`config.mk`:
```
export PLATFORM = sky130hd
export DESIGN_NAME = spi_cmd_engine
export DESIGN_NICKNAME = d
export VERILOG_FILES = /design/src/rtl/spi_cmd_pkg.sv /design/src/rtl/spi_cmd_regs.sv /design/src/rtl/spi_cmd_shifter.sv /design/src/rtl/spi_cmd_engine.sv
export SDC_FILE = /design/constraint.sdc
export NUM_CORES = 1
export LEC_CHECK = 0
export ABC_AREA = 1
export BUFFER_PORTS_ARGS = -buffer_cell sky130_fd_sc_hd__buf_2
export CAP_MARGIN = 25
export CORE_AREA = 10 10 146 148
export CTS_CLUSTER_SIZE = 40
export DETAILED_ROUTE_END_ITERATION = 10
export DIE_AREA = 0 0 156 158
export PLACE_DENSITY_LB_ADDON = 0.05
export SYNTH_ARGS = -nofsm -noshare
export SYNTH_HDL_FRONTEND = slang
export SYNTH_SLANG_ARGS = --single-unit
export TNS_END_PERCENT = 10
```
`constraint.sdc`:
```
create_clock -name clk -period 3.91 [get_ports clk]
set_input_delay 0.391 -clock clk [delete_from_list [all_inputs] [get_ports clk]]
set_output_delay 0.391 -clock clk [all_outputs]
set_load 0.02 [all_outputs]
```
`src/rtl/spi_cmd_pkg.sv`:
```
`timescale 1ns/1ps
package spi_cmd_pkg;
    localparam int unsigned HOST_AW      = 8;
    localparam int unsigned HOST_DW      = 32;
    localparam int unsigned OFS_CTRL     = 'h00;
    localparam int unsigned OFS_COUNT    = 'h04;
    localparam int unsigned OFS_TX_BASE  = 'h20;
    localparam int unsigned OFS_RX_BASE  = 'h38;
    localparam int unsigned OFS_IRQ_STAT = 'hA8;
    localparam int unsigned OFS_IRQ_EN   = 'hAC;
    localparam int unsigned OFS_STRIDE   = 4;
    localparam int unsigned BIT_GO_CMD   = 2;
    localparam int unsigned BIT_GO_STS   = 5;

    typedef enum logic [2:0] {
        ST_IDLE,
        ST_LEAD,
        ST_HIGH,
        ST_LOW,
        ST_TRAIL
    } shift_state_e;
endpackage

```
`src/rtl/spi_cmd_regs.sv`:
```
`timescale 1ns/1ps
module spi_cmd_regs
    import spi_cmd_pkg::*;
#(
    parameter int unsigned TX_BYTES = 6,
    parameter int unsigned RX_BYTES = 10,
    parameter int unsigned CNT_W    = 8
) (
    input  logic                  clk,
    input  logic                  rst_n,
    input  logic                  wr_i,
    input  logic [HOST_AW-1:0]    addr_i,
    input  logic [HOST_DW-1:0]    wdata_i,
    output logic [HOST_DW-1:0]    rdata_o,
    input  logic                  busy_i,
    input  logic                  sts_kind_i,
    input  logic                  done_i,
    input  logic [8*RX_BYTES-1:0] rx_bits_i,
    output logic [8*TX_BYTES-1:0] tx_bits_o,
    output logic [CNT_W-1:0]      bit_cnt_o,
    output logic                  start_o,
    output logic                  start_sts_o,
    output logic                  irq_o
);
    localparam int unsigned TXW = 8 * TX_BYTES;

    typedef struct packed {
        logic [TXW-1:0]   tx;
        logic [CNT_W-1:0] cnt;
        logic             stat;
        logic             en;
    } regs_t;

    regs_t       q, d;
    int unsigned a;
    logic        ctrl_wr;
    logic        unused_wdata;

    assign a            = 32'(addr_i);
    assign ctrl_wr      = wr_i && (a == OFS_CTRL) && !busy_i;
    assign unused_wdata = ^wdata_i;

    always_comb begin
        d = q;
        if (wr_i) begin
            for (int unsigned i = 0; i < TX_BYTES; i++) begin
                if (a == OFS_TX_BASE + OFS_STRIDE * i) d.tx[8*i +: 8] = wdata_i[7:0];
            end
            if (a == OFS_COUNT)                          d.cnt  = wdata_i[CNT_W-1:0];
            if (a == OFS_IRQ_EN)                         d.en   = wdata_i[BIT_GO_STS];
            if (a == OFS_IRQ_STAT && wdata_i[BIT_GO_STS]) d.stat = 1'b0;
        end
        if (done_i && sts_kind_i) d.stat = 1'b1;
    end

    always_ff @(posedge clk or negedge rst_n) begin
        if (!rst_n) q <= '0;
        else        q <= d;
    end

    assign start_o     = ctrl_wr && (wdata_i[BIT_GO_CMD] || wdata_i[BIT_GO_STS]);
    assign start_sts_o = ctrl_wr && wdata_i[BIT_GO_STS] && !wdata_i[BIT_GO_CMD];
    assign tx_bits_o   = q.tx;
    assign bit_cnt_o   = q.cnt;
    assign irq_o       = q.stat && q.en;

    always_comb begin
        rdata_o = '0;
        if (a == OFS_CTRL) begin
            rdata_o[BIT_GO_CMD] = busy_i && !sts_kind_i;
            rdata_o[BIT_GO_STS] = busy_i && sts_kind_i;
        end
        if (a == OFS_COUNT)    rdata_o = HOST_DW'(q.cnt);
        if (a == OFS_IRQ_STAT) rdata_o[BIT_GO_STS] = q.stat;
        if (a == OFS_IRQ_EN)   rdata_o[BIT_GO_STS] = q.en;
        for (int unsigned i = 0; i < TX_BYTES; i++) begin
            if (a == OFS_TX_BASE + OFS_STRIDE * i) rdata_o = HOST_DW'(q.tx[8*i +: 8]);
        end
        for (int unsigned i = 0; i < RX_BYTES; i++) begin
            if (a == OFS_RX_BASE + OFS_STRIDE * i) rdata_o = HOST_DW'(rx_bits_i[8*i +: 8]);
        end
    end

    // a finished status-write always leaves the interrupt flag set
    assert_sts_flag_set_R9: assert property (@(posedge clk) disable iff (!rst_n)
        (done_i && sts_kind_i) |=> q.stat);

    // a combined start never records a status-write
    assert_cmd_wins_R10: assert property (@(posedge clk) disable iff (!rst_n)
        (start_o && wdata_i[BIT_GO_CMD]) |-> !start_sts_o);
endmodule

```
`src/rtl/spi_cmd_shifter.sv`:
```
`timescale 1ns/1ps
module spi_cmd_shifter
    import spi_cmd_pkg::*;
#(
    parameter int unsigned TX_BYTES = 6,
    parameter int unsigned RX_BYTES = 10,
    parameter int unsigned CNT_W    = 8,
    parameter int unsigned HALF_DIV = 2
) (
    input  logic                  clk,
    input  logic                  rst_n,
    input  logic                  start_i,
    input  logic                  start_sts_i,
    input  logic [8*TX_BYTES-1:0] tx_bits_i,
    input  logic [CNT_W-1:0]      bit_cnt_i,
    output logic                  busy_o,
    output logic                  sts_kind_o,
    output logic                  done_o,
    output logic [8*RX_BYTES-1:0] rx_bits_o,
    output logic                  cs_n_o,
    output logic                  sclk_o,
    output logic                  mosi_o,
    input  logic                  miso_i
);
    localparam int unsigned TXW   = 8 * TX_BYTES;
    localparam int unsigned RXW   = 8 * RX_BYTES;
    localparam int unsigned DIV_W = $clog2(HALF_DIV + 1);

    typedef struct packed {
        shift_state_e     st;
        logic [DIV_W-1:0] div;
        logic [CNT_W-1:0] left;
        logic [TXW-1:0]   tx;
        logic [RXW-1:0]   rx;
        logic             sts;
        logic             cs_n;
        logic             sclk;
        logic             done;
    } shift_t;

    shift_t q, d;
    logic   tick;

    assign tick = (q.div == DIV_W'(HALF_DIV - 1));

    always_comb begin
        d      = q;
        d.done = 1'b0;
        d.div  = tick ? '0 : q.div + 1'b1;
        unique case (q.st)
            ST_IDLE: begin
                d.div = '0;
                if (start_i) begin
                    d.st   = ST_LEAD;
                    d.tx   = tx_bits_i;
                    d.left = bit_cnt_i;
                    d.rx   = '0;
                    d.sts  = start_sts_i;
                    d.cs_n = 1'b0;
                end
            end
            ST_LEAD, ST_LOW: begin
                if (tick) begin
                    if (q.st == ST_LEAD && q.left == '0) begin
                        d.st = ST_TRAIL;
                    end else begin
                        d.st   = ST_HIGH;
                        d.sclk = 1'b1;
                        d.rx   = {q.rx[RXW-2:0], miso_i};
                        d.left = q.left - 1'b1;
                    end
                end
            end
            ST_HIGH: begin
                if (tick) begin
                    d.sclk = 1'b0;
                    d.tx   = {q.tx[TXW-2:0], 1'b0};
                    d.st   = (q.left == '0) ? ST_TRAIL : ST_LOW;
                end
            end
            ST_TRAIL: begin
                if (tick) begin
                    d.st   = ST_IDLE;
                    d.cs_n = 1'b1;
                    d.done = 1'b1;
                end
            end
            default: d.st = ST_IDLE;
        endcase
    end

    always_ff @(posedge clk or negedge rst_n) begin
        if (!rst_n) begin
            q      <= '0;
            q.st   <= ST_IDLE;
            q.cs_n <= 1'b1;
        end else begin
            q <= d;
        end
    end

    assign busy_o     = (q.st != ST_IDLE);
    assign sts_kind_o = q.sts;
    assign done_o     = q.done;
    assign rx_bits_o  = q.rx;
    assign cs_n_o     = q.cs_n;
    assign sclk_o     = q.sclk;
    assign mosi_o     = !q.cs_n && q.tx[TXW-1];

    // serial clock only runs while chip select is asserted
    assert_sclk_in_cs_R7: assert property (@(posedge clk) disable iff (!rst_n)
        sclk_o |-> !cs_n_o);

    // chip select is released whenever the engine is idle
    assert_cs_idle_R7: assert property (@(posedge clk) disable iff (!rst_n)
        !busy_o |-> cs_n_o);

    // a rising edge is only produced while bits remain
    assert_edge_budget_R4: assert property (@(posedge clk) disable iff (!rst_n)
        $rose(sclk_o) |-> ($past(q.left) != '0));

    // busy only drops together with the done pulse
    assert_busy_done_R2: assert property (@(posedge clk) disable iff (!rst_n)
        $fell(busy_o) |-> done_o);

    // between clock ticks the remaining count and transmit shifter hold
    assert_hold_between_ticks_R8: assert property (@(posedge clk) disable iff (!rst_n)
        (busy_o && !tick) |=> ($stable(q.left) && $stable(q.tx)));
endmodule

```
`src/rtl/spi_cmd_engine.sv`:
```
`timescale 1ns/1ps
module spi_cmd_engine
    import spi_cmd_pkg::*;
#(
    parameter int unsigned TX_BYTES = 6,
    parameter int unsigned RX_BYTES = 10,
    parameter int unsigned CNT_W    = 8,
    parameter int unsigned HALF_DIV = 2
) (
    input  logic         clk,
    input  logic         rst_n,
    input  logic         host_wr,
    input  logic [7:0]   host_addr,
    input  logic [31:0]  host_wdata,
    output logic [31:0]  host_rdata,
    output logic         spi_cs_n,
    output logic         spi_sclk,
    output logic         spi_mosi,
    input  logic         spi_miso,
    output logic         irq
);
    logic [8*TX_BYTES-1:0] tx_bits;
    logic [8*RX_BYTES-1:0] rx_bits;
    logic [CNT_W-1:0]      bit_cnt;
    logic                  start, start_sts, busy, sts_kind, done;

    spi_cmd_regs #(
        .TX_BYTES(TX_BYTES), .RX_BYTES(RX_BYTES), .CNT_W(CNT_W)
    ) u_regs (
        .clk(clk), .rst_n(rst_n),
        .wr_i(host_wr), .addr_i(host_addr), .wdata_i(host_wdata), .rdata_o(host_rdata),
        .busy_i(busy), .sts_kind_i(sts_kind), .done_i(done), .rx_bits_i(rx_bits),
        .tx_bits_o(tx_bits), .bit_cnt_o(bit_cnt),
        .start_o(start), .start_sts_o(start_sts), .irq_o(irq)
    );

    spi_cmd_shifter #(
        .TX_BYTES(TX_BYTES), .RX_BYTES(RX_BYTES), .CNT_W(CNT_W), .HALF_DIV(HALF_DIV)
    ) u_shift (
        .clk(clk), .rst_n(rst_n),
        .start_i(start), .start_sts_i(start_sts),
        .tx_bits_i(tx_bits), .bit_cnt_i(bit_cnt),
        .busy_o(busy), .sts_kind_o(sts_kind), .done_o(done), .rx_bits_o(rx_bits),
        .cs_n_o(spi_cs_n), .sclk_o(spi_sclk), .mosi_o(spi_mosi), .miso_i(spi_miso)
    );
endmodule

```
### Word level (Yosys, flattened, before mapping)

Index checks and enable logic that the tools add are counted.
W data, S select, Z words.

| word-level totals | value |
|---|---|
| register bits | 203 |
| bits of input ports | 44 |
| output and inout port bits | 36 |
| logic and storage cells | 143 |

| operators by class | value |
|---|---|
| $add $sub $neg | 2 |
| equal/unequal tests | 29 |
| muxes and demuxes | 51 |
| reductions and logical operators | 43 |

Operators by type and width:

| cell | count |
|---|---|
| $mux W80 | 2 |
| $pmux W80 S2 | 1 |
| $mux W8 | 19 |
| $mux W138 | 1 |
| $pmux W48 S2 | 1 |
| $eq A8 B6 Y1 const B | 8 |
| $eq A8 B7 Y1 const B | 8 |
| $mux W48 | 1 |
| $logic_not A32 Y1 | 1 |
| $reduce_and A2 Y1 | 10 |
| $mux W3 | 6 |
| $eq A8 B8 Y1 const B | 2 |
| $pmux W8 S2 | 1 |
| $mux W1 | 13 |
| $logic_and A1 B1 Y1 | 12 |
| $pmux W3 S4 | 1 |
| $reduce_and A4 Y1 | 3 |
| $reduce_bool A2 Y1 | 6 |
| $eq A8 B3 Y1 const B | 1 |
| $logic_not A8 Y1 | 1 |
| $sub A8 B1 Y8 const B | 1 |
| $eq A3 B2 Y1 const B | 2 |
| $mux W2 | 3 |
| $ne A2 B1 Y1 const B | 3 |
| 12 further kinds | 18 |

### Logic depth before layout (Yosys ltp)

Gate-level depths: netlist of the first run.

| logic depth | value |
|---|---|
| depth in word-level cells | 22 |
| mapped depth | 15 |
| mapped depth without buffers | 15 |

### Hierarchy

From an unflattened synthesis of the first run, not the netlist that was laid out.

| unflattened totals | value |
|---|---|
| cell total of the unflattened synthesis | 1,456 |
| area total of the unflattened synthesis | 11,413.4 um^2 |

By module, submodules not included:

| module | instances | cells an instance | area an instance (um^2) | seq. area each (um^2) |
|---|---|---|---|---|
| spi_cmd_shifter | 1 | 884 | 7,453.4 | 3,629.7 |
| spi_cmd_regs | 1 | 572 | 3,960.0 | 1,451.4 |

### Least setup slack after synthesis of the first run

No wires, ideal clock.

| timing path | value |
|---|---|
| path type | input-to-output |
| from | in host_addr[1] |
| to | out host_rdata[5] |
| arrival | 1.874 ns |
| required time | 3.519 ns |
| setup slack | 1.645 ns |
| cell stages on the path | 13 |
| cells stage by stage | nor2_2 -> nand3_1 -> nor2_1 -> inv_1 -> or2_2 -> nand2_1 -> nand4_1 -> nand2_1 -> nand4_1 -> nand2_1 -> nand3_1 -> nand2_1 -> nand2_1 |

| on the way | value |
|---|---|
| word-level cells in the longest chain between the ends | 21 |
| elaborated cells on any way between the ends | 40 |

RTL lines:

| item | RTL line | text |
|---|---|---|
| start, declared | spi_cmd_engine.sv:13 | `input logic [7:0] host_addr,` |
| $logic_not A32 Y1 | spi_cmd_regs.sv:69 | `if (a == OFS_CTRL) begin` |
| $mux W1 | spi_cmd_regs.sv:69 |  |
| $mux W8 | spi_cmd_regs.sv:73 | `if (a == OFS_COUNT) rdata_o = HOST_DW'(q.cnt);` |
| $mux W1 | spi_cmd_regs.sv:74 | `if (a == OFS_IRQ_STAT) rdata_o[BIT_GO_STS] = q.stat;` |
| $mux W1 | spi_cmd_regs.sv:75 | `if (a == OFS_IRQ_EN) rdata_o[BIT_GO_STS] = q.en;` |
| $mux W8 (6 in a row) | spi_cmd_regs.sv:77 | `if (a == OFS_TX_BASE + OFS_STRIDE * i) rdata_o = HOST_DW'(q.tx[8*i +: 8]);` |
| $mux W8 (9 in a row) | spi_cmd_regs.sv:80 | `if (a == OFS_RX_BASE + OFS_STRIDE * i) rdata_o = HOST_DW'(rx_bits_i[8*i +: 8]);` |
| $mux W8 * | spi_cmd_regs.sv:80 |  |
| end, declared | spi_cmd_engine.sv:15 | `output logic [31:0] host_rdata,` |

Every way passes the cells marked *; elsewhere a longest branch is shown, timed or not.

### Worst setup path in the final report of the first run

| timing path | value |
|---|---|
| from | reg u_shift.q[143] in the netlist's numbering |
| to | out host_rdata[2] |

| on the way | value |
|---|---|
| word-level cells in the longest chain between the ends | 20 |

RTL lines:

| item | RTL line | text |
|---|---|---|
| start, declared | spi_cmd_shifter.sv:41 | `shift_t q, d;` |
| $reduce_bool A3 Y1 | spi_cmd_shifter.sv:102 | `assign busy_o = (q.st != ST_IDLE);` |
| $logic_and A1 B1 Y1 | spi_cmd_regs.sv:70 | `rdata_o[BIT_GO_CMD] = busy_i && !sts_kind_i;` |
| $mux W1 | spi_cmd_regs.sv:69 |  |
| $mux W8 | spi_cmd_regs.sv:73 |  |
| $mux W8 (6 in a row) | spi_cmd_regs.sv:77 |  |
| $mux W8 (10 in a row) | spi_cmd_regs.sv:80 |  |

Every way passes these cells.

==> results of run 1 <==
-- area by class of cell --
class                   count  share of cell area (%)
clock buffers              36                   5.998
clock inverters             3                  0.1606
inverters                 202                   6.950
multi-input cells         834                   35.10
flip-flops and latches    203                   46.58
well taps                 234                   2.684
repair buffers             44                   2.535
-- timing repair --
| action | CTS | global route |
|---|---|---|
| setup endpoints to repair | 0 | 0 |
| endpoints found under the hold margin | 67 | 0 |
| hold buffers | 1 | 0 |
-- flip-flops by register name (all words and copies together), names as in the netlist --
| register | flops |
|---|---|
| u_shift.rx_bits_o | 80 |
| u_shift.q | 61 |
| u_regs.tx_bits_o | 48 |
| u_regs.bit_cnt_o | 8 |
| u_regs.q | 2 |
| u_shift.cs_n_o | 1 |
| u_shift.done_o | 1 |
| u_shift.sclk_o | 1 |
| u_shift.sts_kind_o | 1 |
-- power groups by stage --
stage                     clock [mW]  combinational [mW]  sequential, mW
after floorplan                    0                1.75            2.61
after global placement             0                2.06            2.64
after detailed placement           0                2.09            2.64
after CTS                       2.01                2.11            2.61
after global routing            2.09                2.44            2.65
final                           1.97                2.09            2.61
-- final timing paths --
check / to / slack, ns / cells after the start / from
max: host_rdata[2] / 0.72 / 13 / u_shift.q[143]
min: u_shift.sts_kind_o / 0.10 / 2 / host_wdata[2]
max reg2reg: u_shift.rx_bits_o[27] / 1.14 / 13 / u_shift.q[132]
min reg2reg: u_shift.q[140] / 0.45 / 1 / u_shift.q[140]
max in group asynchronous: u_shift.rx_bits_o[7] / 2.46 / 3 / rst_n
min in group asynchronous: u_shift.q[90] / 0.47 / 2 / rst_n
-- layer usage --
metal / vias up / wire, microns / global-route usage [%]
met5: - / 0 / 0
met4: 0 / 456 / 4.317
met3: 32 / 1265 / 2.931
met2: 220 / 10630 / 29.99
met1: 3807 / 11980 / 30.22
li1: 4121 / - / -
-- Yosys cell counts --
cell type  instances
a21oi_1           16
a21oi_4            1
a22o_1             1
buf_2              9
buf_4             30
buf_6              3
clkbuf_1          36
clkinv_1           2
conb_1             1
dfrtp_1          202
dfstp_2            1
ha_1               1
inv_1            195
inv_2              5
nand2_1          349
nand2_2            2
nand3_1           67
nand3_2            1
nand4_1           28
nor2_1            61
nor2_2             2
nor2_4             1
nor3_1             4
nor4_1             1
o211ai_1           1
o21a_1             1
o21ai_0          202
o21ai_1           28
o21ai_2            1
o22ai_1            4
o31ai_1           34
o31ai_2            1
or2_2              1
xor2_1             2
-- cells by family (layout without fill, tap and decap cells) --
logic type / Yosys count / in the layout
AOI/OAI and AO/OA: 290 / 290
xor gates and xnor gates: 2 / 2
adders and majority gates: 1 / 1
buffers and inverters: 280 / 285
DFF: 203 / 203
other: 1 / 24
and+or+nand+nor: 517 / 517
-- stage by stage --
stage / setup WS, ns / hold slack, ns / std cells / area (sq um) / power [mW]
after CTS: 0.7668 / 0.08478 / 1556 / 10910 / 6.726
after global placement: 0.8530 / 0.4369 / 1516 / 10230 / 4.697
after global routing: 0.6457 / 0.1029 / 1556 / 10910 / 7.182
final: 0.7246 / 0.1016 / 1556 / 10910 / 6.669
after detailed placement: 0.8439 / 0.4459 / 1516 / 10230 / 4.739
after floorplan: 1.645 / 0.09541 / 1317 / 10100 / 4.365
-- critical path: cells and delay by family (launching register included) --
family | cells | cell delay [ns]
buffers and inverters | 1 | 0.17
and+or+nand+nor | 12 | 1.71
DFF | 1 | 0.41
-- cell usage in the layout, fill, tap and decap left out --
| cell type | synthesis | final |
|---|---|---|
| ha_1 | 1 | 1 |
| conb_1 | 1 | 24 |
| clkbuf_1 | 36 | 10 |
| clkinvlp_4 | 0 | 1 |
| o21ai_0 | 202 | 202 |
| nand2_2 | 2 | 2 |
| or2_2 | 1 | 1 |
| nand2_1 | 349 | 349 |
| a21oi_4 | 1 | 1 |
| o31ai_2 | 1 | 1 |
| nand3_2 | 1 | 1 |
| dlygate4sd3_1 | 0 | 1 |
| dfrtp_1 | 202 | 202 |
| a21oi_1 | 16 | 16 |
| nor2_4 | 1 | 2 |
| nor2_2 | 2 | 2 |
| xor2_1 | 2 | 2 |
| clkinv_2 | 0 | 2 |
| o21a_1 | 1 | 1 |
| o21ai_2 | 1 | 1 |
| inv_2 | 5 | 5 |
| o211ai_1 | 1 | 1 |
| o21ai_1 | 28 | 28 |
| o31ai_1 | 34 | 34 |
| clkinv_1 | 2 | 2 |
| nor4_1 | 1 | 1 |
| nand3_1 | 67 | 67 |
| clkbuf_8 | 0 | 4 |
| clkbuf_16 | 0 | 23 |
| buf_2 | 9 | 30 |
| inv_1 | 195 | 195 |
| buf_12 | 0 | 1 |
| nor3_1 | 4 | 4 |
| o22ai_1 | 4 | 4 |
| nor2_1 | 61 | 60 |
| buf_4 | 30 | 11 |
| a22o_1 | 1 | 1 |
| nand4_1 | 28 | 28 |
| dfstp_2 | 1 | 1 |
==> flow_metrics.py, run 1 <==
metrics = {
    "yosys": {
        "synth_compound_area_share_pct": 15.71,
        "synth_area_sq_mm": 0.01001,
        "ys_seq_area_share_pct": 50.74,
        "ys_ff_latch": 203,
        "synth_xor_area_share_pct": 0.1749,
        "syn_inst": 1294,
        "synth_cell_type_count": 34,
        "yosys.area_share.simple_pct": 21.25,
        "synth_top_area_share_pct": 50.48,
        "synth_fa_ha_area_share_pct": 0.1250,
        "synth_top_family_by_area": "simple AND/OR/NAND/NOR gates",
        "synth.top_cells.by_area": "dfrtp_1 50%, nand2_1 13%, o21ai_0 10%, inv_1 7.3%, nand3_1 3.3%",
        "yosysTopAreaCell": "dfrtp_1",
        "synth_warnings": 0,
        "syn_area_per_cell_sq_um": 7.738,
        "synthMuxAreaShare_pct": 0,
    },
    "setup_path": {
        "cpPeakStageDelay_ns": 0.41,
        "cp_slowest_cell": "dfrtp_1",
        "crit_arrival_ns": 2.79,
        "path_cells": "nor2_1 > nand2_1 > nand3_1 > nand3_1 > nor2_1 > nand3_1 > nor2_1 > nand4_1 > nor2_1 > nand4_1 > nor2_1 > nand4_1 > buf_2",
        "start_kind": "flop",
        "required_ns": 3.52,
        "end_kind": "output port",
        "path_max_fanout": 4,
        "critPathKind": "flop to output port",
        "cpMostUsedCell": "nor2_1",
    },
    "drt": {
        "remaining_drc_errors": 0,
        "drtPass1Iterations": 6,
        "wl_mm": 24.33,
        "ant_nets": 0,
        "drtIter0Drc": 752,
        "post_drt_wl_per_cell_microns": 15.64,
        "dr_total_vias": 8180,
        "vias_per_cell": 5.257,
    },
    "sta": {
        "grt_setup_unrepaired": "false",
        "max_slew.worst_pin.slew_ns": 0.8161,
        "final_hold_viol_count": 0,
        "relSlewSlack_pct": 45.52,
        "final.setup.tns_ns": 0,
        "skew_ns": 0.01414,
        "setup-violations-final": 0,
        "slew_violations": 0,
        "clock.fmax_mhz": 313.9,
        "post-route-min-period_ns": 3.185,
        "final.period_utilization_pct": 81.47,
    },
    "die": {
        "rows": 50,
        "die_h_microns": 158,
        "start_util_pct": 54.26,
        "die_area_sq_mm": 0.02465,
        "ios": 80,
        "fp.dieW_microns": 156,
        "core_sq_mm": 0.01846,
    },
    "clocking": {
        "cts_tree": "done",
        "root_buffer": "clkbuf_16",
        "cts_sinks": 203,
        "clkLatencyLatePin_ns": 0.51,
        "clockBufferDepth": 3,
        "ctsResizeCount": 0,
        "cts_setup_buffers": 0,
        "cts_buffers": 23,
        "htree_num_levels": 1,
        "clkTransAtPathRegs_ns": 0.06,
    },
    "cells_and_area": {
        "fillers": 1736,
        "layout-drive-gt1-share_pct": 6.732,
        "fin_nets": 1353,
        "antennaDiodeCount": 0,
        "multiInputGateArea_sq_mm": 0.003829,
        "area_delta_synth_final_pct": 8.947,
        "seqCellArea_sq_mm": 0.005081,
        "utilization_pct": 59.11,
    },
    "pwr": {
        "p_switching_mw": 2.574,
        "powerDensity_mw_per_mm2": 611.3,
        "p_seq_share_pct": 39.1,
        "pwr-share-clk_pct": 29.5,
        "p_leak_nw": 5.162,
        "comb_power_share_pct": 31.4,
        "peakVddDrop_mv": 0.7227,
        "p_int_mw": 4.095,
        "p_sw_share_pct": 38.60,
    },
    "job": {
        "maxCapViolations": 0,
    },
    "min_path": {
        "holdCritPathClass": "input port to flop",
    },
    "place": {
        "numPortBuffers": 31,
        "gp_congestion": 0.8669,
        "dp_hpwl_mm": 16.22,
    },
    "global_route": {
        "grtUsageTotal_pct": 20.10,
        "grt_pass1_vias": 7649,
        "grt_start_max_net_pins": 90,
        "globalRoute.totalOverflow": 0,
        "antenna_found_initial": 0,
        "grt_pass1_wl_mm": 40.45,
    },
    "outcome": {
        "outcome": "finished, final reports clean",
    },
}
Power figures use the tool's default switching activity.
==> run 2, diff against run 1 <==
==> constraint.sdc (replaced) <==
create_clock -name clk -period 3.25 [get_ports clk]
set_input_delay 0.325 -clock clk [delete_from_list [all_inputs] [get_ports clk]]
set_output_delay 0.325 -clock clk [all_outputs]
set_load 0.02 [all_outputs]
==> run 2 against run 1 <==
Register-to-register slack got worse by 0.79 ns. Global-route usage is 0.25 points higher. Combinational power rose by 22%. Critical endpoint unchanged. Wire length increased by 0.95%. Largest power group unchanged. First-iteration DRC count decreased by 14%. Core utilization increased by 0.65 points. Non-clock buffer count up 8. Worst setup slack worse by 0.55 ns. Design area increased by 1.1%.
==> flow_metrics.py, run 2 (same netlist as run 1, synthesis figures left out) <==
metrics = {
    "sta": {
        "slew_violations": 0,
        "grt_setup_unrepaired": "false",
        "skew_ns": 0.007079,
        "post-route-min-period_ns": 3.074,
        "max_slew.worst_pin.slew_ns": 0.7940,
        "clock.fmax_mhz": 325.3,
        "final_hold_viol_count": 0,
        "final.setup.tns_ns": 0,
        "final.period_utilization_pct": 94.59,
        "setup-violations-final": 0,
        "relSlewSlack_pct": 46.99,
    },
    "cells_and_area": {
        "final_common_cell": "nand2_1",
        "antennaDiodeCount": 0,
        "fin_nets": 1361,
        "design_area_sq_mm": 0.01103,
        "area_delta_synth_final_pct": 10.15,
        "layout_common_cells": "349 x nand2_1, 202 x o21ai_0, 202 x dfrtp_1",
        "largest_register_ffs": 80,
        "layout-drive-gt1-share_pct": 7.594,
        "utilization_pct": 59.76,
        "final_cells": 1564,
    },
    "drt": {
        "drtPass1Iterations": 5,
        "vias_per_cell": 5.256,
        "post_drt_wl_per_cell_microns": 15.70,
        "wl_mm": 24.56,
        "dr_total_vias": 8220,
        "remaining_drc_errors": 0,
        "ant_nets": 0,
        "drtIter0Drc": 645,
    },
    "outcome": {
        "outcome": "finished, final reports clean",
    },
    "setup_path": {
        "critPathTopFamily": "simple AND/OR/NAND/NOR gates",
        "cp_slowest_cell": "dfrtp_1",
        "start_kind": "flop",
        "cpMostUsedCell": "nor2_1",
        "path_cells": "nor2_1 > nand2_1 > nand3_1 > nand3_1 > nor2_1 > nand3_1 > nor2_1 > nand4_1 > nor2_1 > nand4_1 > nor2_1 > nand4_1 > buf_2",
        "critPathKind": "flop to output port",
        "cpPeakStageDelay_ns": 0.42,
        "rrSetupSlack_ns": 0.35,
        "required_ns": 2.92,
        "end_kind": "output port",
        "crit_arrival_ns": 2.75,
        "crit_buf_inv": 1,
        "path_max_fanout": 4,
    },
    "place": {
        "dp_cells": 1524,
        "place_area_sq_mm": 0.01031,
        "numPortBuffers": 31,
        "dp_hpwl_mm": 16.39,
        "gp_congestion": 0.8734,
    },
    "clocking": {
        "root_buffer": "clkbuf_16",
        "clkLatencyLatePin_ns": 0.51,
        "clockBufferDepth": 3,
        "htree_num_levels": 1,
        "clkTransAtPathRegs_ns": 0.06,
        "cts_tree": "done",
        "cts_setup_buffers": 0,
        "ctsResizeCount": 0,
        "hold_buffers": 1,
        "cts_sinks": 203,
        "cts_buffers": 23,
    },
    "die": {
        "core_sq_mm": 0.01846,
        "rows": 50,
        "ios": 80,
        "die_h_microns": 158,
        "start_util_pct": 54.26,
        "die_area_sq_mm": 0.02465,
        "fp.dieW_microns": 156,
    },
    "global_route": {
        "grt_pass1_wl_mm": 40.94,
        "grt_use_met1_pct": 29.64,
        "grt_start_max_net_pins": 85,
        "grt_pass1_vias": 7935,
        "globalRoute.totalOverflow": 0,
        "grt_use_met2_pct": 31.05,
        "use_met3_pct": 2.687,
        "antenna_found_initial": 0,
        "grtUsageTotal_pct": 20.35,
        "busiest_layer": "met2",
    },
    "pwr": {
        "p_total_mw": 8.187,
        "peakVddDrop_mv": 0.9460,
        "powerDensity_mw_per_mm2": 742.3,
        "p_leak_nw": 5.242,
    },
    "job": {
        "maxCapViolations": 0,
    },
    "min_path": {
        "holdCritPathClass": "input port to flop",
    },
}
[run 2: stage by stage]
step	setup WS (ns)	hold slack [ns]
after detailed placement	0.3915	0.4229
after CTS	0.1599	0.01371
final	0.1758	0.01940
after global routing	0.02398	0.03870
after floorplan	1.117	0.02941
after global placement	0.4132	0.4256
[run 2: layout make-up]
| class | instances | area, sq um |
|---|---|---|
| multi-input cells | 834 | 3829 |
| clock buffers | 30 | 611.8 |
| repair buffers | 52 | 361.6 |
| well taps | 234 | 292.8 |
| flip-flops and latches | 203 | 5081 |
| inverters | 202 | 758.2 |
| fillers | 1733 | 7426 |
| clock inverters | 9 | 95.09 |
[run 2: power breakdown]
part	total, mW	leakage, nW	switching [mW]	internal (mW)
registers	3.14	2.69	0.183	2.96
clock network	2.49	0.353	1.01	1.48
logic	2.55	2.20	1.92	0.632
total	8.19	5.24	3.12	5.07
[run 2: path summary, 6_finish.rpt]
kind / from / to / cells past startpoint
worst max-delay path: u_shift.q[143] / host_rdata[2] / 13
worst min-delay path: host_wdata[2] / u_shift.sts_kind_o / 2
worst max register to register: u_shift.q[132] / u_shift.rx_bits_o[21] / 14
worst min register to register: u_shift.q[140] / u_shift.q[140] / 1
max in group asynchronous: rst_n / u_shift.rx_bits_o[65] / 3
min in group asynchronous: rst_n / u_shift.q[91] / 2
[run 2: worst register-to-register path, delay by kind of cell, from the launching register on]
kind | cells | cell delay (ns)
buf+inv | 5 | 1.10
simple gates | 6 | 0.73
flops | 1 | 0.38
compound gates | 2 | 0.37
fa+ha+maj | 1 | 0.23
[run 2: metal layers]
layer,part of all wire [%],up-vias
met5,0,-
met3,4.3,46
met1,50,3880
li1,-,4136
met4,2.4,0
met2,43,158
==> run 3, diff against run 2 <==
==> constraint.sdc (replaced) <==
create_clock -name clk -period 3.3 [get_ports clk]
set_input_delay 0.33 -clock clk [delete_from_list [all_inputs] [get_ports clk]]
set_output_delay 0.33 -clock clk [all_outputs]
set_load 0.02 [all_outputs]
==> run 3 against run 2 <==
Sequential power is 1% lower. Power shrank 1.6%. Non-clock buffer count grew 3. Via count decreased by 0.30%.
==> flow_metrics.py, run 3 (same netlist as run 1, synthesis figures left out) <==
metrics = {
    "clocking": {
        "cts_sinks": 203,
        "cts_setup_buffers": 0,
        "clockBufferDepth": 3,
        "htree_num_levels": 1,
        "clkTransAtPathRegs_ns": 0.05,
        "cts_tree": "done",
        "ctsResizeCount": 0,
        "cts_buffers": 23,
        "clkLatencyLatePin_ns": 0.50,
        "root_buffer": "clkbuf_16",
    },
    "drt": {
        "remaining_drc_errors": 0,
        "ant_nets": 0,
        "wl_mm": 24.69,
        "drtPass1Iterations": 5,
        "drtIter0Drc": 658,
        "dr_total_vias": 8195,
        "vias_per_cell": 5.233,
        "post_drt_wl_per_cell_microns": 15.77,
    },
    "sta": {
        "post-route-min-period_ns": 3.138,
        "final.setup.tns_ns": 0,
        "grt_setup_unrepaired": "false",
        "setup_ws_ns": 0.1621,
        "slew_violations": 0,
        "final_hold_viol_count": 0,
        "max_slew.worst_pin.slew_ns": 0.8239,
        "skew_ns": 0.008797,
        "relSlewSlack_pct": 45.07,
        "clock.fmax_mhz": 318.7,
        "setup-violations-final": 0,
        "final.period_utilization_pct": 95.09,
    },
    "cells_and_area": {
        "seqCellArea_sq_mm": 0.005081,
        "design_area_sq_mm": 0.01101,
        "layout_common_cells": "349 x nand2_1, 202 x o21ai_0, 202 x dfrtp_1",
        "fillers": 1717,
        "utilization_pct": 59.67,
        "area_delta_synth_final_pct": 9.971,
        "antennaDiodeCount": 0,
        "layout-drive-gt1-share_pct": 7.583,
        "largest_register_ffs": 80,
        "fin_nets": 1364,
        "final_cells": 1566,
        "multiInputGateArea_sq_mm": 0.003829,
        "final_common_cell": "nand2_1",
    },
    "pwr": {
        "p_sw_share_pct": 38.20,
        "pwr-share-clk_pct": 29.9,
        "p_seq_share_pct": 38.4,
        "powerDensity_mw_per_mm2": 731.6,
        "comb_power_share_pct": 31.7,
        "p_leak_nw": 5.233,
        "peakVddDrop_mv": 1.000,
        "p_int_mw": 4.979,
        "p_switching_mw": 3.077,
    },
    "die": {
        "rows": 50,
        "die_h_microns": 158,
        "fp.dieW_microns": 156,
        "start_util_pct": 54.26,
        "ios": 80,
        "die_area_sq_mm": 0.02465,
        "core_sq_mm": 0.01846,
    },
    "job": {
        "maxCapViolations": 0,
    },
    "place": {
        "gp_congestion": 0.8670,
        "place_worst_setup_slack_ns": 0.4719,
        "numPortBuffers": 31,
        "dp_cells": 1527,
        "place_area_sq_mm": 0.01031,
        "dp_hpwl_mm": 16.68,
    },
    "setup_path": {
        "crit_arrival_ns": 2.81,
        "critPathKind": "flop to output port",
        "path_max_fanout": 4,
        "start_kind": "flop",
        "required_ns": 2.97,
        "end_kind": "output port",
    },
    "global_route": {
        "grt_pass1_wl_mm": 40.60,
        "grtUsageTotal_pct": 20.32,
        "globalRoute.totalOverflow": 0,
        "grt_pass1_vias": 7785,
        "grt_start_max_net_pins": 85,
        "antenna_found_initial": 0,
    },
    "outcome": {
        "outcome": "finished, final reports clean",
    },
    "min_path": {
        "holdCritPathClass": "input port to flop",
    },
}
==> run 3: cell types whose count changed in the layout (fill, tap and decap cells not counted) <==
cell,before,now
buf_12,3,1
clkbuf_1,6,8
clkbuf_8,2,4
buf_4,17,22
bufinv_16,2,1
clkinv_2,7,3
==> run 3: power by group through the flow <==
stage / logic (mW) / registers [mW] / clock network, mW
after global routing: 2.94 / 3.14 / 2.56
after CTS: 2.57 / 3.10 / 2.45
after floorplan: 2.08 / 3.09 / 0
after detailed placement: 2.54 / 3.14 / 0
final: 2.55 / 3.10 / 2.41
after global placement: 2.50 / 3.12 / 0
==> run 3: path summary, 6_finish.rpt <==
path	slack (ns)	endpoint	from	cells after the start
max	0.16	host_rdata[2]	u_shift.q[143]	13
max in group asynchronous	1.98	u_shift.q[119]	rst_n	3
min reg2reg	0.46	u_shift.q[140]	u_shift.q[140]	1
min in group asynchronous	0.44	u_regs.tx_bits_o[8]	rst_n	2
min	0.03	u_shift.sts_kind_o	host_wdata[2]	2
max reg2reg	0.56	u_shift.rx_bits_o[38]	u_shift.q[132]	14
==> run 3: layout make-up <==
| class | count | share of cell area [%] |
|---|---|---|
| multi-input combinational | 834 | 34.77 |
| tap | 234 | 2.659 |
| clock buffer | 34 | 5.874 |
| timing repair buffer | 55 | 3.261 |
| inverter | 202 | 6.886 |
| sequential | 203 | 46.14 |
| clock inverter | 4 | 0.4090 |
==> run 3: worst max-delay path: stages, from the launching register on <==
cell,delay (ns)
dfrtp_1,0.42
nor2_1,0.20
nand2_1,0.11
nand3_1,0.13
nand3_1,0.08
nor2_1,0.18
nand3_1,0.09
nor2_1,0.16
nand4_1,0.13
nor2_1,0.14
nand4_1,0.15
nor2_1,0.22
nand4_1,0.10
buf_2,0.18
==> run 3: per-layer routing <==
| metal | routed length [microns] | share of wire [%] | global-route usage (%) | vias up |
|---|---|---|---|---|
| li1 | - | - | - | 4136 |
| met5 | 0 | 0 | 0 | - |
| met4 | 453 | 1.8 | 4.406 | 0 |
| met3 | 1329 | 5.4 | 3.501 | 36 |
| met2 | 11000 | 45 | 31.89 | 185 |
| met1 | 11910 | 48 | 28.90 | 3838 |
==> run 3: what timing repair did <==
action                                  4_1_cts  5_1_grt
endpoints found under the hold margin        79        0
endpoints found under the setup margin        0        0
hold buffers                                  1        0
==> run 3: through the flow <==
stage	hold slack [ns]	total power, mW
4_1_cts	0.01255	8.112
3_3_place_gp	0.4265	5.620
2_1_floorplan	0.03441	5.172
3_5_place_dp	0.4279	5.681
5_1_grt	0.01836	8.639
6_report	0.02517	8.057
